===== config.mk =====
export PLATFORM = sky130hd
export DESIGN_NAME = rxring_writer
export DESIGN_NICKNAME = d
export VERILOG_FILES = /design/src/rtl/rxring_pkg.sv /design/src/rtl/rxring_space.sv /design/src/rtl/rxring_memport.sv /design/src/rtl/rxring_writer.sv
export SDC_FILE = /design/constraint.sdc
export NUM_CORES = 1
export LEC_CHECK = 0
export BUFFER_PORTS_ARGS = -buffer_cell sky130_fd_sc_hd__buf_4
export CAP_MARGIN = 10
export CORE_UTILIZATION = 50
export DETAILED_ROUTE_END_ITERATION = 6
export PLACE_DENSITY = 0.84
export SETUP_SLACK_MARGIN = 0.1
export SLEW_MARGIN = 20
export SYNTH_ARGS = -nofsm -noshare
export SYNTH_HDL_FRONTEND = slang
export SYNTH_SLANG_ARGS = --single-unit

===== constraint.sdc =====
create_clock -name clk -period 4.97 [get_ports clk]
set_input_delay 0.994 -clock clk [delete_from_list [all_inputs] [get_ports clk]]
set_output_delay 0.994 -clock clk [all_outputs]
set_load 0.05 [all_outputs]

===== src/rtl/rxring_pkg.sv =====
package rxring_pkg;

    localparam logic [15:0] PENDING_LEN = 16'hFFF0;

    typedef enum logic {
        ST_IDLE,
        ST_FILL
    } fill_state_t;

    typedef struct packed {
        logic [15:0] len;
        logic [13:0] rsvd;
        logic        bad;
        logic        ok;
    } rx_hdr_t;

    function automatic rx_hdr_t make_hdr(input logic [15:0] count, input logic is_bad);
        rx_hdr_t h;
        h.len  = count;
        h.rsvd = '0;
        h.bad  = is_bad;
        h.ok   = ~is_bad;
        return h;
    endfunction

    function automatic logic [3:0] lane_mask(input logic [1:0] sel);
        return 4'b0001 << sel;
    endfunction

endpackage


===== src/rtl/rxring_space.sv =====
module rxring_space #(
    parameter int RING_BYTES = 8192,
    parameter int PTR_W      = 13
) (
    input  logic [15:0]      host_rd_ptr,
    input  logic [PTR_W-1:0] wr_off,
    input  logic [15:0]      req_len,
    output logic             fits,
    output logic             is_empty
);
    localparam int SUM_W = 18;

    logic [PTR_W-1:0] rd_off;
    logic [PTR_W-1:0] used;
    logic [SUM_W-1:0] need;

    always_comb begin
        rd_off   = PTR_W'(host_rd_ptr + 16'd16);
        used     = wr_off - rd_off;
        need     = ({2'b00, req_len} + SUM_W'(7)) & ~SUM_W'(3);
        fits     = (SUM_W'(used) + need) < SUM_W'(RING_BYTES);
        is_empty = (rd_off == wr_off);
    end
endmodule


===== src/rtl/rxring_memport.sv =====
module rxring_memport
    import rxring_pkg::*;
#(
    parameter int PTR_W = 13
) (
    input  logic             clk,
    input  logic             rst,
    input  logic             req,
    input  logic             is_hdr,
    input  logic [PTR_W-1:0] off,
    input  logic [31:0]      hdr_word,
    input  logic [7:0]       data_in,
    output logic             we,
    output logic [PTR_W-3:0] addr,
    output logic [3:0]       be,
    output logic [31:0]      wdata
);
    always_ff @(posedge clk) begin
        if (rst) begin
            we    <= 1'b0;
            addr  <= '0;
            be    <= '0;
            wdata <= '0;
        end else begin
            we <= req;
            if (req) begin
                addr  <= off[PTR_W-1:2];
                be    <= is_hdr ? 4'hF : lane_mask(off[1:0]);
                wdata <= is_hdr ? hdr_word : {4{data_in}};
            end
        end
    end
endmodule


===== src/rtl/rxring_writer.sv =====
module rxring_writer
    import rxring_pkg::*;
#(
    parameter int RING_BYTES = 8192,
    parameter int MISS_W     = 16,
    localparam int PTR_W     = $clog2(RING_BYTES),
    localparam int WA_W      = PTR_W - 2
) (
    input  logic              clk,
    input  logic              rst,
    input  logic              rx_start,
    input  logic [15:0]       rx_len,
    input  logic              rx_valid,
    input  logic [7:0]        rx_data,
    input  logic              rx_end,
    input  logic              rx_bad,
    input  logic [15:0]       host_rd_ptr,
    output logic              mem_we,
    output logic [WA_W-1:0]   mem_addr,
    output logic [3:0]        mem_be,
    output logic [31:0]       mem_wdata,
    output logic [PTR_W-1:0]  wr_offset,
    output logic              buf_empty,
    output logic              hdr_commit,
    output logic              rx_ok,
    output logic [MISS_W-1:0] missed_cnt
);
    fill_state_t      state;
    logic [15:0]      frame_len;
    logic [15:0]      byte_cnt;
    logic [PTR_W-1:0] wr_off;

    logic             fits;
    logic             take_start, drop_start, do_byte, do_end;
    logic             port_req, port_hdr;
    logic [PTR_W-1:0] byte_pos, port_off, next_off;
    logic [31:0]      hdr_word;

    rxring_space #(.RING_BYTES(RING_BYTES), .PTR_W(PTR_W)) i_space (
        .host_rd_ptr (host_rd_ptr),
        .wr_off      (wr_off),
        .req_len     (rx_len),
        .fits        (fits),
        .is_empty    (buf_empty)
    );

    always_comb begin
        take_start = (state == ST_IDLE) && rx_start && fits;
        drop_start = (state == ST_IDLE) && rx_start && !fits;
        do_end     = (state == ST_FILL) && rx_end;
        do_byte    = (state == ST_FILL) && !rx_end && rx_valid && (byte_cnt < frame_len);
        byte_pos   = wr_off + PTR_W'(4) + byte_cnt[PTR_W-1:0];
        next_off   = (wr_off + PTR_W'(7) + byte_cnt[PTR_W-1:0]) & ~PTR_W'(3);
        hdr_word   = do_end ? 32'(make_hdr(byte_cnt, rx_bad)) : {PENDING_LEN, 16'h0000};
        port_hdr   = take_start || do_end;
        port_req   = port_hdr || do_byte;
        port_off   = port_hdr ? wr_off : byte_pos;
    end

    rxring_memport #(.PTR_W(PTR_W)) i_port (
        .clk      (clk),
        .rst      (rst),
        .req      (port_req),
        .is_hdr   (port_hdr),
        .off      (port_off),
        .hdr_word (hdr_word),
        .data_in  (rx_data),
        .we       (mem_we),
        .addr     (mem_addr),
        .be       (mem_be),
        .wdata    (mem_wdata)
    );

    always_ff @(posedge clk) begin
        if (rst) begin
            state      <= ST_IDLE;
            frame_len  <= '0;
            byte_cnt   <= '0;
            wr_off     <= '0;
            missed_cnt <= '0;
            hdr_commit <= 1'b0;
            rx_ok      <= 1'b0;
        end else begin
            hdr_commit <= do_end;
            rx_ok      <= do_end && !rx_bad;
            if (take_start) begin
                state     <= ST_FILL;
                frame_len <= rx_len;
                byte_cnt  <= '0;
            end
            if (drop_start) missed_cnt <= missed_cnt + MISS_W'(1);
            if (do_byte)    byte_cnt   <= byte_cnt + 16'd1;
            if (do_end) begin
                state  <= ST_IDLE;
                wr_off <= next_off;
            end
        end
    end

    assign wr_offset = wr_off;
endmodule


==> results.md, run 1 <==
- The startpoint type of the worst setup path is a primary input.
- CTS placed an instance of sky130_fd_sc_hd__clkbuf_16 at the clock tree root.
- Setup repair after global routing left no endpoint under its margin.
- The total power draw is 0.00180 W.
- During synthesis, Yosys emitted a total of 0 warnings.
- The post-synthesis average cell area is 8.27 sq um.
- The final layout contains 976 nets.
- The distinct cell type count of the synthesized netlist is a little under 70.
- The number of setup buffers added after CTS is 0.
- The share of total power dissipated in sequential elements is 0.473.
- The required time at the endpoint of the critical path is 5.22 ns.
- In this run the static leakage power is 3.19 nW.
- The clock latency on the worst-skew pair is 0.36 ns.
- The worst setup path is captured at a flop.
- The finished layout holds 1042 standard cells, fillers aside.
- The worst register-to-register path begins at wr_offset[2].
- The top-area cell type share of the netlist area is 0.328.
- The critical path ends at byte_cnt[10].
- TritonCTS built the clock tree.
- The cell taking the most area after synthesis is sky130_fd_sc_hd__dfxtp_1.
- Timing analysis after detailed placement gives a worst setup slack of 0.00642 ns.
- The number of nets with antenna violations after detailed routing is 0.
- The max-slew violation count is 0.
- IR analysis of the VDD net gives a maximum drop of 0.187 mV.
- The final count of hold timing violations is 0.
- At the pin with the least slew margin, the transition time is between 1 and 1.5 ns.
- The total of flip-flops plus latches after synthesis is between 100 and 150.
- The clock tree synthesis step divided the H-tree into 3 levels.
- The critical path starts at host_rd_ptr[4].
- The worst endpoint data arrival time is 4.87 ns.
- The sum of negative setup slack is 0 ns.
- The number of flops mapped to enable cells by yosys is 0.
- Dividing the detail-routed wire length by the instance count gives 17.1 um.
- The class of the tightest hold or removal check is flop to flop.
- In the final layout, the share of cells above drive strength 1 is 0.195.
- The first-pass GRT wire length is 28100 um.
- The area enclosed by the die boundary is 13100 sq um.
- The detailed-route DRC error count is 0.
- In this run the horizontal extent of the chip is 115 um.
- The area of the core is 12200 sq um.
- The final layout contains routed wiring with a total length of between 15000 and 20000 um.
- The endpoint identified for the worst register-to-register timing path is byte_cnt[10].
- The final cell utilization of the core is 0.628.
- The number of antenna violations at the first check in global routing is 0.
- The estimated wirelength of the detail-placed design is around 13000 um.
- The power per cell area is 234 nW/um^2.
- The instance count along the most critical hold path is 2.
- The number of global-route vias before repair is 5730.
- The routed layout has 6140 vias.
- The number of antenna diodes in the final layout is 0.
- The setup path with the least slack is of type primary input to flop.
- Of the total power, the share spent switching nets is 0.265.
- Max-cap violations in this run came to 0.
- The layout has about 1100 filler cells.
- The maximum count of clock buffers along a single path is 2.
- For this configuration, the core starts out at a cell density of 0.520.
- In the synthesized netlist the dominant register cell turns out to be sky130_fd_sc_hd__dfxtp_1.
- Synthesis produced a netlist whose cell count is 767.
- The share of total power dissipated in the clock network is 0.412.
- The setup violation total in the final timing report is 0.
- The clock skew after layout is 0.00907 ns.
- The worst pin sits at a relative slew slack of 0.312.
- Entering global routing, the biggest net connects 62 pins.
- Once routing completed, OpenROAD measured the worst setup slack at ~0.35 ns.
- The clock-pin slew of the registers on the worst-case setup and hold paths is approximately 0.07 ns.
- The cell area that synthesis handed to floorplanning was 6340 sq um.
- For this run, asynchronously set or reset flops after synthesis account for 0.
- The leftover overflow at the end of global routing is 0.
- The I/O pin total is about 130.
- The number of DRC markers in iteration 0 is 535.
- The flow ran to the end, and the final reports show no timing, DRC or antenna violations.
- The part of the power in combinational logic is 0.115.
- Measured along the y axis, the die boundary spans 115 um.
- The number of cells in the design after placement is ~1000.
- The CTS buffer count is 9.
- The routability congestion estimate is 0.870.
- The period utilization is 0.929.
- The floorplan has 40 rows.
- For this design, the sink count on the clock tree is approximately 100.
- In the post-synthesis netlist, the biggest area contributors are sky130_fd_sc_hd__dfxtp_1, sky130_fd_sc_hd__ha_1, sky130_fd_sc_hd__nand2_1.
- The total of buffers placed on input and output ports is 120.
- The highest net fanout along the worst path is 14.
- From synthesis to final layout, the design area changed by 20.9%.
- The analysis attributes to net switching a power of 0.000477 W.
- The achievable clock frequency is 216 MHz.
- The setup check on the worst reg-to-reg path leaves a slack of roughly 0.86 ns.
- The share of synthesized area occupied by flip-flops and latches is 0.328.
- In the routed layout, each cell is associated on average with a via count of 5.89.
- The internal portion of total power is 0.00132 W.
- The total global routing track utilization is 0.274.
- The number of cells on the worst reg-to-reg path is 16.
- For the finished layout, the period the worst path requires is 4.62 ns.
- The first detailed-routing pass ran for 5 iterations.
==> state kept, by name, indices dropped and copies added (netlist names) <==
name,cells
i_port.wdata,26
byte_cnt,16
frame_len,16
missed_cnt,16
i_port.addr,11
wr_offset,11
i_port.be,4
hdr_commit,1
i_port.we,1
rx_ok,1
state,1
==> cell usage in the layout, fill, tap and decap left out, types with 3 or more instances in the layout <==
master                        n
sky130_fd_sc_hd__and2_1       4
sky130_fd_sc_hd__nor2_1      46
sky130_fd_sc_hd__a211oi_1     4
sky130_fd_sc_hd__a22o_1       9
sky130_fd_sc_hd__or3_1       10
sky130_fd_sc_hd__inv_6        3
sky130_fd_sc_hd__o211ai_1     7
sky130_fd_sc_hd__buf_4      134
sky130_fd_sc_hd__nand2b_1     5
sky130_fd_sc_hd__a31o_2       3
sky130_fd_sc_hd__inv_1       35
sky130_fd_sc_hd__nor2b_1      6
sky130_fd_sc_hd__o31ai_1      5
sky130_fd_sc_hd__nand2_1     92
sky130_fd_sc_hd__a31oi_1     20
sky130_fd_sc_hd__ha_1        59
sky130_fd_sc_hd__clkbuf_16    9
sky130_fd_sc_hd__o21bai_1     3
sky130_fd_sc_hd__and4_1       6
sky130_fd_sc_hd__xor2_1      23
sky130_fd_sc_hd__nor3_1      18
sky130_fd_sc_hd__a21oi_1     65
sky130_fd_sc_hd__nand3_1     33
sky130_fd_sc_hd__or4_1        7
sky130_fd_sc_hd__dfxtp_1    104
sky130_fd_sc_hd__nand4_1     19
sky130_fd_sc_hd__and3_1      10
sky130_fd_sc_hd__o21ai_0     33
sky130_fd_sc_hd__a221o_1     15
sky130_fd_sc_hd__a21o_1       7
sky130_fd_sc_hd__xnor2_1     27
sky130_fd_sc_hd__o21a_1       7
==> area by class of cell <==
cell class              instances  area, sq um  share of cell area
flip-flops and latches        104         2080               0.271
inverters                      35          131              0.0171
repair buffers                135         1020               0.133
well taps                     168          210              0.0274
clock inverters                 7         78.8              0.0103
clock buffers                   9          225              0.0293
multi-input cells             584         3930               0.512
==> stage by stage <==
step / hold slack [ns] / instance area (sq um)
2_1_floorplan: 0.422 / 6350
3_3_place_gp: 0.431 / 7350
3_5_place_dp: 0.441 / 7350
4_1_cts: 0.452 / 7660
5_1_grt: 0.470 / 7670
6_report: 0.451 / 7670
==> worst min path at each step <==
stage / from / end / slack (ns)
after CTS: frame_len[14] / frame_len[14] / 0.45
after floorplan: frame_len[13] / frame_len[13] / 0.42
after global placement: frame_len[14] / frame_len[14] / 0.43
final: frame_len[14] / frame_len[14] / 0.45
after detailed placement: frame_len[14] / frame_len[14] / 0.44
after global routing: frame_len[15] / frame_len[15] / 0.47
==> synth_stat cells, types with 5 or more instances <==
cell,number
sky130_fd_sc_hd__dfxtp_1,104
sky130_fd_sc_hd__nand2_1,92
sky130_fd_sc_hd__a21oi_1,65
sky130_fd_sc_hd__ha_1,59
sky130_fd_sc_hd__nor2_1,46
sky130_fd_sc_hd__inv_1,35
sky130_fd_sc_hd__nand3_1,33
sky130_fd_sc_hd__o21ai_0,33
sky130_fd_sc_hd__clkbuf_1,27
sky130_fd_sc_hd__xnor2_1,27
sky130_fd_sc_hd__xor2_1,23
sky130_fd_sc_hd__a31oi_1,20
sky130_fd_sc_hd__nand4_1,19
sky130_fd_sc_hd__nor3_1,18
sky130_fd_sc_hd__a221o_1,15
sky130_fd_sc_hd__and3_1,10
sky130_fd_sc_hd__or3_1,10
sky130_fd_sc_hd__a22o_1,9
sky130_fd_sc_hd__buf_4,9
sky130_fd_sc_hd__a21o_1,7
sky130_fd_sc_hd__o211ai_1,7
sky130_fd_sc_hd__o21a_1,7
sky130_fd_sc_hd__or4_1,7
sky130_fd_sc_hd__and4_1,6
sky130_fd_sc_hd__nor2b_1,6
sky130_fd_sc_hd__buf_2,5
sky130_fd_sc_hd__nand2b_1,5
sky130_fd_sc_hd__o31ai_1,5
==> power groups by stage <==
stage	registers, W	clock network, W	logic, W
detailed placement	0.000868	0	0.000204
CTS	0.000849	0.000744	0.000205
global placement	0.000868	0	0.000201
global route	0.000850	0.000779	0.000225
finish	0.000849	0.000740	0.000207
floorplan	0.000893	0	0.000103
==> per-layer routing <==
metal  track usage  share of wire
met1         0.346           0.42
met2         0.462           0.48
met3        0.0561          0.070
met4        0.0996          0.029
met5             0              0
==> critical path, cell delays in order <==
cell and delay, ns:
sky130_fd_sc_hd__buf_4 0.12, sky130_fd_sc_hd__ha_1 0.23, sky130_fd_sc_hd__xnor2_1 0.13, sky130_fd_sc_hd__ha_1 0.28, sky130_fd_sc_hd__and2_1 0.19, sky130_fd_sc_hd__a22o_1 0.20, sky130_fd_sc_hd__a31oi_1 0.26, sky130_fd_sc_hd__nand2b_1 0.12
sky130_fd_sc_hd__a221oi_1 0.37, sky130_fd_sc_hd__xor2_1 0.12, sky130_fd_sc_hd__ha_1 0.20, sky130_fd_sc_hd__or4_1 0.39, sky130_fd_sc_hd__a21oi_1 0.23, sky130_fd_sc_hd__o21ai_4 0.11, sky130_fd_sc_hd__or2_1 0.33, sky130_fd_sc_hd__buf_4 0.22
sky130_fd_sc_hd__and3_1 0.17, sky130_fd_sc_hd__o21a_1 0.19
==> cell families after synthesis <==
group                      count (synthesis)  synth area share
and+or+nand+nor                          273             0.215
AOI/OAI and AO/OA                        196             0.206
DFF                                      104             0.328
buffers and inverters                     80            0.0550
adders and majority gates                 61             0.123
xor gates and xnor gates                  50            0.0690
muxes                                      2           0.00335
other                                      1          0.000591
==> repair_timing <==
action	4_1_cts	5_1_grt
setup endpoints to repair	0	7
gates resized for setup	0	2
hold buffers	0	0
Note: power is estimated with default switching activity, not from simulation.
==> inputs of run 2 (changes only) <==
- CORE_UTILIZATION: 50 -> 45
- PLACE_DENSITY: 0.84 -> 0.78
==> results.md, run 2 (synthesized netlist as in run 1, its figures left out) <==
- The number of antenna violations at the first check in global routing is 0.
- Entering global routing, the biggest net connects 62 pins.
- The cell type of the slowest stage on the worst timing path is sky130_fd_sc_hd__or2_2.
- The worst setup path category is primary input to flop.
- In this run the critical register-to-register path is captured at i_port.wdata[26].
- In this run the worst path has a maximum fanout of 13.
- Summed over all layers, the routed wires come to 17500 um.
- The register with the most flip-flops in the layout has 26 of them.
- The area of all sequential standard cells is 2080 sq um.
- After clock tree synthesis, the clock-pin slew on the worst setup and hold paths is approximately 0.070 ns.
- The final count of hold timing violations is 0.
- During I/O placement, the number of pins put on the boundary was 126.
- The number of global-route vias before repair was 5640.
- The total of buffers placed on input and output ports is 120.
- The power per cell area is 235 nW/um^2.
- The number of nets in the final layout is 982.
- The region available for standard cell placement spans approximately 14000 sq um.
- The run finished with clean final reports.
- The area enclosed by the die boundary is between 10000 and 15000 sq um.
- Counting stages on the worst path, the most repeated cell is sky130_fd_sc_hd__ha_1.
- In the final layout, the share of cells above drive strength 1 is 0.199.
- Across the VDD grid, the largest voltage drop is 0.215 mV.
- The detailed router placed 6077 vias in this run.
- The tree is rooted in a sky130_fd_sc_hd__clkbuf_16.
- The hold buffer count at CTS is 0.
- The starting density of the core is 0.459.
- The max-slew violation count is 0.
- The worst hold endpoint is frame_len[14].
- The TritonCTS clock tree is built.
- The element type at the critical path end is a flop.
- Data arrives at the worst endpoint at 4.92 ns.
- The detail route stage leaves a number of antenna-violating nets equal to 0.
- Including well taps, the total number of placed cells is about 1000.
- For this run, the detailed router's first-pass iteration total came to 6.
- After detailed routing, the average wire length per cell comes to 16.5 um.
- Clock latency on the worst-skew pair, taken at its later pin, is 0.35 ns.
- The tool flagged a number of max-cap violations equal to 0.
- The worst hold path passes through 2 cells.
- The critical path contains buffers and inverters numbering 2 combined.
- Summing all multi-input logic gate instances after layout gives 3920 sq um.
- The transition at the pin with the smallest max-transition slack is roughly 1.0 ns.
- The reg-to-reg critical path startpoint is wr_offset[2].
- The start point of the critical path is host_rd_ptr[4].
- The achievable clock frequency is 216 MHz.
- The synthesis-to-layout area growth is 21.9%.
- The wire-length estimate of the detail-placed layout is ~13000 um.
- The class of the tightest hold or removal check is flop to flop.
- The filler cell count is 1250.
- The critical path's largest stage delay is 0.45 ns.
- The normalized max-slew margin is 0.319.
- The length in cells of the worst reg-to-reg path is 16.
- The antenna diode count is 0.
- The initialized floorplan defines 43 standard-cell rows.
- The number of DRC markers in iteration 0 is 465.
- Once layout is complete, the cells apart from fillers number 1060.
- For the worst setup path, the data required time is 5.26 ns.
- The pre-CTS worst setup slack is -0.117 ns.
- The die boundary height is 121 um.
- Dividing the final minimum period by the clock period gives 0.933.
- In the layout the commonest cells are sky130_fd_sc_hd__buf_4, sky130_fd_sc_hd__dfxtp_1, sky130_fd_sc_hd__nand2_1.
- Using the TritonRoute via totals, the vias-per-cell ratio works out to 5.73.
- The setup check on the worst reg-to-reg path leaves a slack of 0.80 ns.
- For this design the static power due to leakage is approximately 3.2 nW.
- The floorplan step set the die width to ~120 um.
- Leaving out fill and tap cells, the most frequent cell in the layout is sky130_fd_sc_hd__buf_4.
- The signal on the critical path passes through buf_4, ha_1, xnor2_1, ha_1, and2_1, a22o_1, a31oi_2, nand2b_1, a221oi_1, xor2_1, ha_1, or4_1, a21oi_1, o21ai_4, or2_2, buf_4, o21ai_0, a221o_1.
- The clock skew after layout is 0.0116 ns.
- Counting flops per register, the top entry is i_port.wdata.
- The maximum count of clock buffers along a single path is 2.
- The worst path setup slack after routing is 0.334 ns.
- The first global-routing pass estimated 27800 um of wire.
- STA classifies the critical path startpoint as a primary input.
- Setup violations remaining at the end of the flow were counted as 0.
- The total overflow left after global routing is 0.
- The routed design could run at a clock period as short as 4.64 ns.
- In this run, CTS created clock tree buffers numbering 9.
- The start point of the worst min-delay path is frame_len[14].
- Setup repair after global routing left no endpoint under its margin.
- The cell family contributing the most delay on the critical path is compound AO/OA/AOI/OAI gates.
- The detailed-route DRC error count is 0.
- At the end of routability-driven placement, the weighted congestion stood at 0.923.
- The clock tree synthesis step divided the H-tree into 3 levels.
- The CTS sink count is ~100.
- In the global route stage, overall resource usage came out at 0.241.
[run 2: how the worst max path moves through the flow]
stage	to	depth (start not counted)
after floorplan	i_port.wdata[0]	18
after global placement	i_port.addr[2]	17
after detailed placement	i_port.addr[4]	17
after CTS	i_port.addr[4]	17
after global routing	i_port.wdata[26]	20
final	i_port.wdata[26]	18
[run 2: worst min-delay path: stages (launching register included)]
cell                      delay (ns)
sky130_fd_sc_hd__dfxtp_1        0.30
sky130_fd_sc_hd__inv_1          0.07
sky130_fd_sc_hd__nor2_1         0.04
[run 2: report_power, final]
group,internal [W],leakage (nW),total (W),switching (W)
sequential,0.000842,0.839,0.000849,0.00000652
combinational,0.0000811,2.23,0.000207,0.000126
clock,0.000455,0.154,0.000763,0.000308
[run 2: area by class of cell]
class,instances,area share
Clock buffer,13,0.0323
Timing Repair Buffer,141,0.137
Multi-Input combinational cell,584,0.507
Tap cell,180,0.0291
Inverter,35,0.0170
Sequential cell,104,0.269
Clock inverter,3,0.00841
[run 2: metrics by stage]
step / instance area, sq um / hold WS [ns] / setup TNS [ns] / power [W] / utilization
6_report: 7740 / 0.451 / 0 / 0.00182 / 0.559
5_1_grt: 7740 / 0.479 / 0 / 0.00187 / 0.559
4_1_cts: 7710 / 0.450 / 0 / 0.00183 / 0.558
3_5_place_dp: 7400 / 0.437 / -0.986 / 0.00107 / 0.535
3_3_place_gp: 7400 / 0.431 / -0.337 / 0.00107 / 0.535
2_1_floorplan: 6350 / 0.422 / 0 / 0.000996 / -
[run 2: repair_timing]
action,in CTS,in global routing
setup buffers,0,2
gates resized for setup,0,2
endpoints found under the setup margin,0,33
[run 2: per-layer routing]
metal	vias to the layer above	GRT usage	share of wire
met4	0	0.0748	0.013
met1	2899	0.309	0.44
met3	15	0.0415	0.054
li1	2974	-	-
met2	189	0.412	0.49
met5	-	0	0
